`src/rtl/bus_cycle_seq.sv`:
```
module bus_cycle_seq #(
  parameter bit MEM_LOW = 1'b1
) (
  input  logic        clk,
  input  logic        rst_n,
  input  logic        req_valid,
  output logic        req_ready,
  input  logic [19:0] req_addr,
  input  logic        req_write,
  input  logic        req_io,
  input  logic [7:0]  req_wdata,
  input  logic        ready,
  input  logic [7:0]  ad_i,
  output logic [7:0]  ad_o,
  output logic        ad_oe,
  output logic [7:0]  a_mid,
  output logic [3:0]  a_hi,
  output logic        ale,
  output logic        rd_n,
  output logic        wr_n,
  output logic        dt_r,
  output logic        den_n,
  output logic        mio,
  output logic        done,
  output logic [7:0]  rdata
);
  typedef enum logic [2:0] {S_IDLE, S_T1, S_T2, S_T3, S_TW, S_T4} st_t;
  st_t st;

  logic [19:0] addr_q;
  logic [7:0]  wdata_q, rdata_q;
  logic        wr_q, io_q;

  always_ff @(posedge clk or negedge rst_n) begin
    if (!rst_n) begin
      st      <= S_IDLE;
      addr_q  <= '0;
      wdata_q <= '0;
      rdata_q <= '0;
      wr_q    <= 1'b0;
      io_q    <= 1'b0;
    end else begin
      case (st)
        S_IDLE: if (req_valid) begin
          addr_q  <= req_addr;
          wdata_q <= req_wdata;
          wr_q    <= req_write;
          io_q    <= req_io;
          st      <= S_T1;
        end
        S_T1: st <= S_T2;
        S_T2: st <= S_T3;
        S_T3, S_TW: if (ready) begin
          if (!wr_q) rdata_q <= ad_i;
          st <= S_T4;
        end else begin
          st <= S_TW;
        end
        default: st <= S_IDLE;
      endcase
    end
  end

  logic in_cyc, in_t1, in_mid, in_t4, drv_wr;
  assign in_cyc = (st != S_IDLE);
  assign in_t1  = (st == S_T1);
  assign in_mid = (st == S_T2) || (st == S_T3) || (st == S_TW);
  assign in_t4  = (st == S_T4);
  assign drv_wr = wr_q && (in_mid || in_t4);

  assign req_ready = !in_cyc;
  assign ale       = in_t1;
  assign a_hi      = in_t1 ? addr_q[19:16] : (in_cyc ? {2'b00, io_q, wr_q} : 4'h0);
  assign a_mid     = in_cyc ? addr_q[15:8] : 8'h00;
  assign ad_oe     = in_t1 || drv_wr;
  assign ad_o      = in_t1 ? addr_q[7:0] : (drv_wr ? wdata_q : 8'h00);
  assign rd_n      = !(in_mid && !wr_q);
  assign wr_n      = !(in_mid && wr_q);
  assign den_n     = !in_mid;
  assign dt_r      = in_cyc ? wr_q : 1'b1;
  assign mio       = MEM_LOW ? io_q : !io_q;
  assign done      = in_t4;
  assign rdata     = rdata_q;
endmodule

```
`config.mk`:
```
export PLATFORM = sky130hd
export DESIGN_NAME = bus_cycle_seq
export DESIGN_NICKNAME = d
export VERILOG_FILES = /design/src/rtl/bus_cycle_seq.sv
export SDC_FILE = /design/constraint.sdc
export NUM_CORES = 1
export LEC_CHECK = 0
export BUFFER_PORTS_ARGS = -buffer_cell sky130_fd_sc_hd__buf_2
export CAP_MARGIN = 20
export CELL_PAD_IN_SITES_DETAIL_PLACEMENT = 0
export CELL_PAD_IN_SITES_GLOBAL_PLACEMENT = 1
export CORE_UTILIZATION = 40
export DETAILED_ROUTE_END_ITERATION = 6
export PLACE_DENSITY = 0.82
export SYNTH_ARGS = -nofsm -noshare
export SYNTH_HDL_FRONTEND = slang
export SYNTH_SLANG_ARGS = --single-unit
```
`constraint.sdc`:
```
create_clock -name clk -period 2.72 [get_ports clk]
set_input_delay 0.136 -clock clk [delete_from_list [all_inputs] [get_ports clk]]
set_output_delay 0.136 -clock clk [all_outputs]
set_load 0.02 [all_outputs]
```
Word-level counts from Yosys, hierarchy flattened
Index checks and enable logic that the tools add are counted.
{"block": "totals", "latchBits": 0, "mem_bits_ro": 0, "ram_bits": 0, "elab_cells": 39, "memories": 0, "out_inout_bits": 37, "inputBits": 42, "ff_bits": 41}
{"block": "op_classes", "n_bitwise": 1, "order_cmp": 0, "n_reduce_logical": 17, "mul": 0, "n_eq_ne": 6, "div": 0, "shifts": 0, "muxes": 9, "addsub": 0}
{"op": "2-to-1 mux 8 bit", "n": 3}
{"op": "case mux 3 bit (4 select lines)", "n": 1}
{"op": "equality test 3 x 2 -> 1 bit, second input constant", "n": 2}
{"op": "equality test 3 bit, second input constant", "n": 2}
{"op": "logical NOT 1 bit", "n": 5}
{"op": "logical OR 1 bit", "n": 4}
{"op": "2-to-1 mux 4 bit", "n": 1}
{"op": "equality test 3 x 1 -> 1 bit, second input constant", "n": 1}
{"op": "logical AND 1 bit", "n": 3}
{"op": "logical NOT 3 bit", "n": 1}
{"op": "2-to-1 mux 3 bit", "n": 1}
{"op": "AND reduction 3 bit", "n": 1}
{"op": "nonzero test 3 bit", "n": 1}
{"op": "2-to-1 mux 1 bit", "n": 2}
{"op": "2-to-1 mux 2 bit", "n": 1}
{"op": "!= test 2 bit, second input constant", "n": 1}
{"op": "AND reduction 2 bit", "n": 1}
{"op": "OR reduction 2 bit", "n": 1}
{"op": "inverter 1 bit", "n": 1}

Longest topological paths before layout
Gate-level depths: netlist (run 1).
{"block": "logic_depth", "ltp_word": 7, "mapped_depth": 7, "mapped_depth_nobuf": 5}

Worst setup path after synthesis (run 1)
No wires, ideal clock.
{"block": "synth_timing", "kind": "register to output", "startpoint": "register st[1]", "endpoint": "output port ad_o[0]", "path_slack_ps": 854, "path_buffers": 2, "path_stages_with_launch": 8, "t_arrival_ps": 1730, "cell_sequence": "dfrtp_1 > buf_2 > inv_1 > ha_1 > and2_1 > buf_1 > nand2_1 > o21ai_0"}
{"block": "synth_between", "elab_chain_len": 7, "elab_cells_between_ends": 11, "cone_classes": "eq/ne: 5; mux: 2; reduce/logical: 4"}
{"element": "from (decl)", "line_no": "28", "source": "st_t st;"}
{"element": "from (signal assigned)", "line_no": "36", "source": "st <= S_IDLE;"}
{"element": "from (signal assigned)", "line_no": "49", "source": "st <= S_T1;"}
{"element": "from (signal assigned)", "line_no": "51", "source": "S_T1: st <= S_T2;"}
{"element": "equality test 3 x 2 -> 1 bit", "line_no": "67", "source": "assign in_mid = (st == S_T2) || (st == S_T3) || (st == S_TW);"}
{"element": "logical OR 1 bit (2 in a row)", "line_no": "67"}
{"element": "logical OR 1 bit", "line_no": "69", "source": "assign drv_wr = wr_q && (in_mid || in_t4);"}
{"element": "logical AND 1 bit", "line_no": "69"}
{"element": "2-to-1 mux 8 bit", "line_no": "76", "source": "assign ad_o = in_t1 ? addr_q[7:0] : (drv_wr ? wdata_q : 8'h00);"}
{"element": "2-to-1 mux 8 bit (*)", "line_no": "76"}
{"element": "to (decl)", "line_no": "14", "source": "output logic [7:0] ad_o,"}
Every way passes the cells marked *; elsewhere a longest branch is shown, timed or not.

Worst setup path after layout (run 1)
{"block": "layout_timing", "startpoint": "register st[2]", "endpoint": "output port ad_o[0]"}
Same word-level chain as after synthesis.

==> results of run 1 <==
cells in the final DEF (no fill, tap or decap), drive strengths merged:
master and n:
buf 83, dfrtp 41, mux2 30, nand2 19, o21ai 12, inv 10
nor3 9, nor2b 9, o32ai 8, a221oi 8, clkbuf 7, and2 4
nor2 3, or2 3, nand2b 3, nand3 2, ha 2, nor3b 2
and3 1, a211o 1, or3b 1, xnor2 1, o22ai 1, a22o 1
bufinv 1
per-stage QoR:
step	area (sq um)	util	worst slack, ns
after detailed placement	2550	0.499	0.740
after global routing	2660	0.522	0.386
after CTS	2660	0.522	0.499
final	2660	0.522	0.534
after floorplan	2120	-	0.854
after global placement	2550	0.499	0.782
worst paths after layout:
check                                  start          to  slack, ns  cells past startpoint
min in group clk                req_wdata[0]  wdata_q[0]       0.07                      2
max in group asynchronous              rst_n    rdata[6]       2.16                      1
worst min-delay path                   rst_n  wdata_q[1]      -0.02                      1
worst max register to register         st[1]  addr_q[16]       0.73                      5
worst max-delay path                   st[2]     ad_o[0]       0.53                      6
worst min register to register    addr_q[15]  addr_q[15]       0.50                      1
metal layers:
| metal | wire [um] | share of wire | GRT usage |
|---|---|---|---|
| met5 | 0 | 0 | 0 |
| met3 | 196 | 0.042 | 0.0495 |
| met4 | 55 | 0.012 | 0.0629 |
| met2 | 2340 | 0.50 | 0.277 |
| met1 | 2050 | 0.44 | 0.225 |
cell families (layout without fill, tap and decap cells):
group,count (synthesis),in the layout,share of synthesized area
flops,41,41,0.483
buf+inv,26,101,0.0684
simple gates,56,56,0.143
compound gates,31,31,0.130
fa+ha+maj,2,2,0.0118
xor+xnor,1,1,0.00413
mux,30,30,0.159
power breakdown:
group / total [mW] / switching, mW / internal [mW]
registers: 1.11 / 0.192 / 0.921
logic: 1.92 / 1.09 / 0.833
clock network: 0.506 / 0.207 / 0.299
registers in the layout (all words and copies together) (netlist names):
name     count
addr_q      20
mio          1
rdata        8
st           3
wdata_q      8
wr_q         1
worst register-to-register path, cell delays in order (launching register included):
cell and delay, ns:
dfrtp_1 0.41, buf_4 0.21, nor3_1 0.26, and2_2 0.45
buf_12 0.21, mux2_2 0.35
area by class of cell:
cell class / count / area share
Clock buffer: 7 / 0.0324
Tap cell: 70 / 0.0329
Inverter: 10 / 0.0141
Clock inverter: 1 / 0.0113
Timing Repair Buffer: 83 / 0.165
Multi-Input combinational cell: 120 / 0.359
Sequential cell: 41 / 0.385
==> impl_metrics.py, run 1 <==
metrics = {
    "clock_tree": {
        "numCtsBuffers": 5,
        "post_cts_resize_count": 0,
        "cts_sinks": 41,
        "cts_tree": "done",
        "clock_latency_ns": 0.29,
        "clk_pin_slew_ns": 0.08,
        "htree_levels": 2,
        "cts-root-buf": "clkbuf_8",
        "cts_setup_buffers": 0,
        "cts_max_path_buffers": 2,
        "postCtsHoldBufs": 0,
    },
    "worst_setup_path": {
        "cp-start-kind": "flop",
        "cp_slowest_cell": "dfrtp_1",
        "crit_path_cell_trace": "inv_1, ha_1, and2_1, nand2_1, o21ai_0, buf_2",
        "critPathKind": "reg2out",
        "cp_num_buf_inv": 2,
        "crit_path_end_kind": "output pin",
        "path_delay_family": "flip-flops",
        "cp.arrival_ns": 2.05,
        "max_stage_delay_ns": 0.54,
        "crit_fanout": 12,
        "critical_path_required_ns": 2.58,
    },
    "sta": {
        "relSlewSlack": 0.378,
        "fin_crit_sh": 0.804,
        "finalHoldViolCount": 36,
        "fin_crit_ns": 2.19,
        "maxSlewViolCount": 0,
        "fin_setup_tns_ns": 0,
        "worst_pin_slew_ns": 0.933,
        "rsz0062_at_grt": "no",
        "fmax_mhz": 458,
        "skew_ns": 0.00595,
        "hold_ws_ns": -0.0196,
        "setup_violations": 0,
    },
    "global_route": {
        "antenna_found_initial": 0,
        "gr-total-overflow": 0,
        "grt_pass1_wl_um": 7170,
        "grt_usage": 0.174,
        "grt_max_degree": 42,
        "grt_pass1_vias": 1491,
    },
    "cells_and_area": {
        "fillers": 495,
        "regArea_sq_um": 1030,
        "antennaDiodeCount": 0,
        "drive_above_1_share": 0.515,
        "multiInputGateArea_sq_um": 956,
        "nNetsFinal": 305,
        "final_cells": 332,
        "synthToLayoutAreaGrowth_pct": 25.5,
    },
    "synth": {
        "yosysWarnings": 0,
        "synth_nets": 231,
        "yosys_register_bits": 41,
        "ys.flop_type": "dfrtp_1",
        "synth_top_cell_by_area": "dfrtp_1",
        "ys_top_cells_by_count": "dfrtp_1, mux2_2, nand2_1, o21ai_0, inv_1",
        "synth_edf_count": 0,
        "synth_area_leaders": "dfrtp_1, mux2_2, a221oi_2",
        "synth-seq-area-share": 0.483,
        "syn_inst": 187,
        "async_flop_share": 1.00,
        "synth.distinct_cells": 29,
        "syn_avg_cell_area_sq_um": 11.3,
        "mappedNetlistArea_sq_um": 2120,
        "synth.top_cell.area_share": 0.483,
        "synth.most_common_cell": "dfrtp_1",
    },
    "floorplanning": {
        "core-area_sq_um": 5110,
        "io-pin-count": 79,
        "die_w_um": 74.8,
        "dieArea_sq_um": 5600,
        "start_util": 0.415,
        "die_h_um": 74.8,
        "num_rows": 26,
    },
    "place": {
        "hpwlAfterDp_um": 3230,
        "gp_congestion": 0.681,
        "port_buffers": 78,
        "dp.cells": 324,
    },
    "drt": {
        "route.vias.total": 1645,
        "wire_per_inst_um": 14.0,
        "drc_errors": 0,
        "drt_iter0_drc": 87,
        "viasPerCell": 4.95,
        "wl_um": 4640,
        "drtPass1Iterations": 4,
        "ant_nets": 0,
    },
    "power_and_ir_drop": {
        "power-per-cell-area_nw_per_um2": 1330,
        "vdd_drop_max_uv": 492,
        "finalPower_mw": 3.54,
        "power.leakage_nw": 1.24,
    },
    "run_status": {
        "violations": "hold timing",
        "status": "finished, violations left",
    },
    "flow_run": {
        "max_cap_violations": 0,
    },
    "hold_path": {
        "hold_path.class": "in2async",
    },
}
(Power assumes the default switching activity.)
==> inputs of run 2 (changes only) <==
Settings changed: CORE_UTILIZATION 40 to 34, PLACE_DENSITY 0.82 to 0.74.
Clock period 2.72 ns to 2 ns, I/O delays scaled along.
==> run 2 against run 1 <==
  * Hold slack improved by 0.050 ns
  * The run now ends clean
  * Final cell count increased by 3.3%
  * Routed wire length increased by 2.0%
  * Critical path type unchanged
  * Largest cell class unchanged
  * Critical path depth decreased by 1
==> impl_metrics.py, run 2 (synthesis results as in run 1) <==
metrics = {
    "floorplanning": {
        "io-pin-count": 79,
        "start_util": 0.356,
        "num_rows": 28,
        "die_h_um": 81,
        "core-area_sq_um": 5960,
        "die_w_um": 81,
        "dieArea_sq_um": 6560,
    },
    "cells_and_area": {
        "regArea_sq_um": 1030,
        "drive_above_1_share": 0.534,
        "antennaDiodeCount": 0,
        "final_common_cell": "buf_2",
        "multiInputGateArea_sq_um": 963,
        "nNetsFinal": 311,
        "largest_reg_flops": 20,
        "final_area_sq_um": 2700,
        "synthToLayoutAreaGrowth_pct": 27.0,
        "mostFrequentLayoutCells": "buf_2, dfrtp_1, mux2_2",
        "final_cells": 343,
        "fillers": 615,
        "post-route-util": 0.453,
        "largest-register": "addr_q",
    },
    "drt": {
        "drtPass1Iterations": 4,
        "drt_iter0_drc": 67,
        "route.vias.total": 1671,
        "wl_um": 4730,
        "wire_per_inst_um": 13.8,
        "viasPerCell": 4.87,
        "ant_nets": 0,
        "drc_errors": 0,
    },
    "clock_tree": {
        "cts_max_path_buffers": 2,
        "cts_sinks": 41,
        "numCtsBuffers": 5,
        "cts_tree": "done",
        "htree_levels": 2,
        "cts_setup_buffers": 0,
        "clock_latency_ns": 0.29,
        "clk_pin_slew_ns": 0.08,
        "cts-root-buf": "clkbuf_8",
    },
    "worst_setup_path": {
        "r2r-end": "wdata_q[4]",
        "reg2regPathDepth": 4,
        "cp-start-kind": "flop",
        "cp_common_cell": "buf_4",
        "cp.arrival_ns": 1.72,
        "worst-r2r-setup-slack_ns": 0.38,
        "crit_path_end_kind": "output pin",
        "critPathKind": "reg2out",
        "crit-reg2reg-launch": "st[1]",
        "crit_fanout": 20,
        "max_stage_delay_ns": 0.41,
        "crit_path_cell_trace": "buf_4, nor3b_2, buf_4, or2_2, buf_2",
        "critical_path_required_ns": 1.90,
        "cp_slowest_cell": "dfrtp_1",
    },
    "power_and_ir_drop": {
        "finalPower_mw": 4.70,
        "vdd_drop_max_uv": 649,
        "power.leakage_nw": 1.26,
        "power-per-cell-area_nw_per_um2": 1750,
    },
    "place": {
        "dp.cells": 334,
        "gp_congestion": 0.700,
        "hpwlAfterDp_um": 3440,
        "place_area_sq_um": 2590,
        "port_buffers": 78,
    },
    "sta": {
        "finalHoldViolCount": 0,
        "setup_violations": 0,
        "fin_crit_sh": 0.908,
        "rsz0062_at_grt": "no",
        "relSlewSlack": 0.660,
        "maxSlewViolCount": 0,
        "worst_pin_slew_ns": 0.510,
        "fin_crit_ns": 1.82,
        "skew_ns": 0.00661,
        "fmax_mhz": 551,
        "fin_setup_tns_ns": 0,
    },
    "hold_path": {
        "min_to": "wdata_q[2]",
        "worst_hold_path.num_cells": 2,
        "worstHoldStart": "req_wdata[2]",
        "hold_path.class": "in2reg",
    },
    "flow_run": {
        "max_cap_violations": 0,
    },
    "global_route": {
        "antenna_found_initial": 0,
        "grt_pass1_vias": 1532,
        "grt_usage": 0.152,
        "grt_pass1_wl_um": 7470,
        "gr-total-overflow": 0,
        "grt_max_degree": 22,
    },
    "run_status": {
        "status": "finished clean",
    },
}
## run 2: cell types whose count changed in the layout (fill, tap and decap cells not counted), sizes merged
cell         before  now
clkinv            0    2
buf              83   88
bufinv            1    0
clkinvlp          0    1
dlygate4sd3       0    1
clkbuf            7    5
## run 2: what timing repair did
| item | CTS | global route |
|---|---|---|
| hold buffers | 1 | 0 |
| gates resized for setup | 0 | 3 |
| setup endpoints to repair | 0 | 10 |
| hold endpoints to repair | 20 | 0 |
## run 2: where the power goes
group	leakage [nW]	internal [mW]	total [mW]	switching (mW)
clock network	0.0439	0.241	0.542	0.301
registers	0.491	1.25	1.50	0.251
logic	0.724	1.18	2.66	1.48
total	1.26	2.67	4.70	2.04
## run 2: worst max path at each step
stage / depth (start not counted) / to / from
CTS: 6 / ad_o[2] / st[2]
floorplan: 7 / ad_o[0] / st[1]
detailed placement: 6 / ad_o[2] / st[2]
finish: 5 / ad_oe / st[0]
global placement: 6 / ad_o[2] / st[2]
global route: 6 / ad_o[5] / st[0]
## run 2: final cells by class
| cell class | instances | share of cell area |
|---|---|---|
| well taps | 75 | 0.0348 |
| multi-input cells | 120 | 0.357 |
| repair buffers | 89 | 0.181 |
| flip-flops and latches | 41 | 0.381 |
| clock inverters | 3 | 0.00650 |
| clock buffers | 5 | 0.0255 |
| inverters | 10 | 0.0139 |
## run 2: layer usage
metal,up-vias,GRT usage,part of all wire
met3,2,0.0404,0.049
met2,39,0.236,0.48
met5,-,0,0
met1,811,0.205,0.46
li1,819,-,-
met4,0,0.0482,0.0044
## run 2: worst max-delay path: cells and delay by family (launching register included)
kind	cells	cell delay [ns]
buf+inv	3	0.56
simple gates	2	0.45
flops	1	0.41
## run 2: through the flow
step,hold slack [ns],setup WS (ns)
floorplan,-0.196,0.170
global placement,0.109,0.368
detailed placement,0.106,0.356
CTS,0.0216,0.0154
global route,0.0172,0.0450
finish,0.0305,0.184
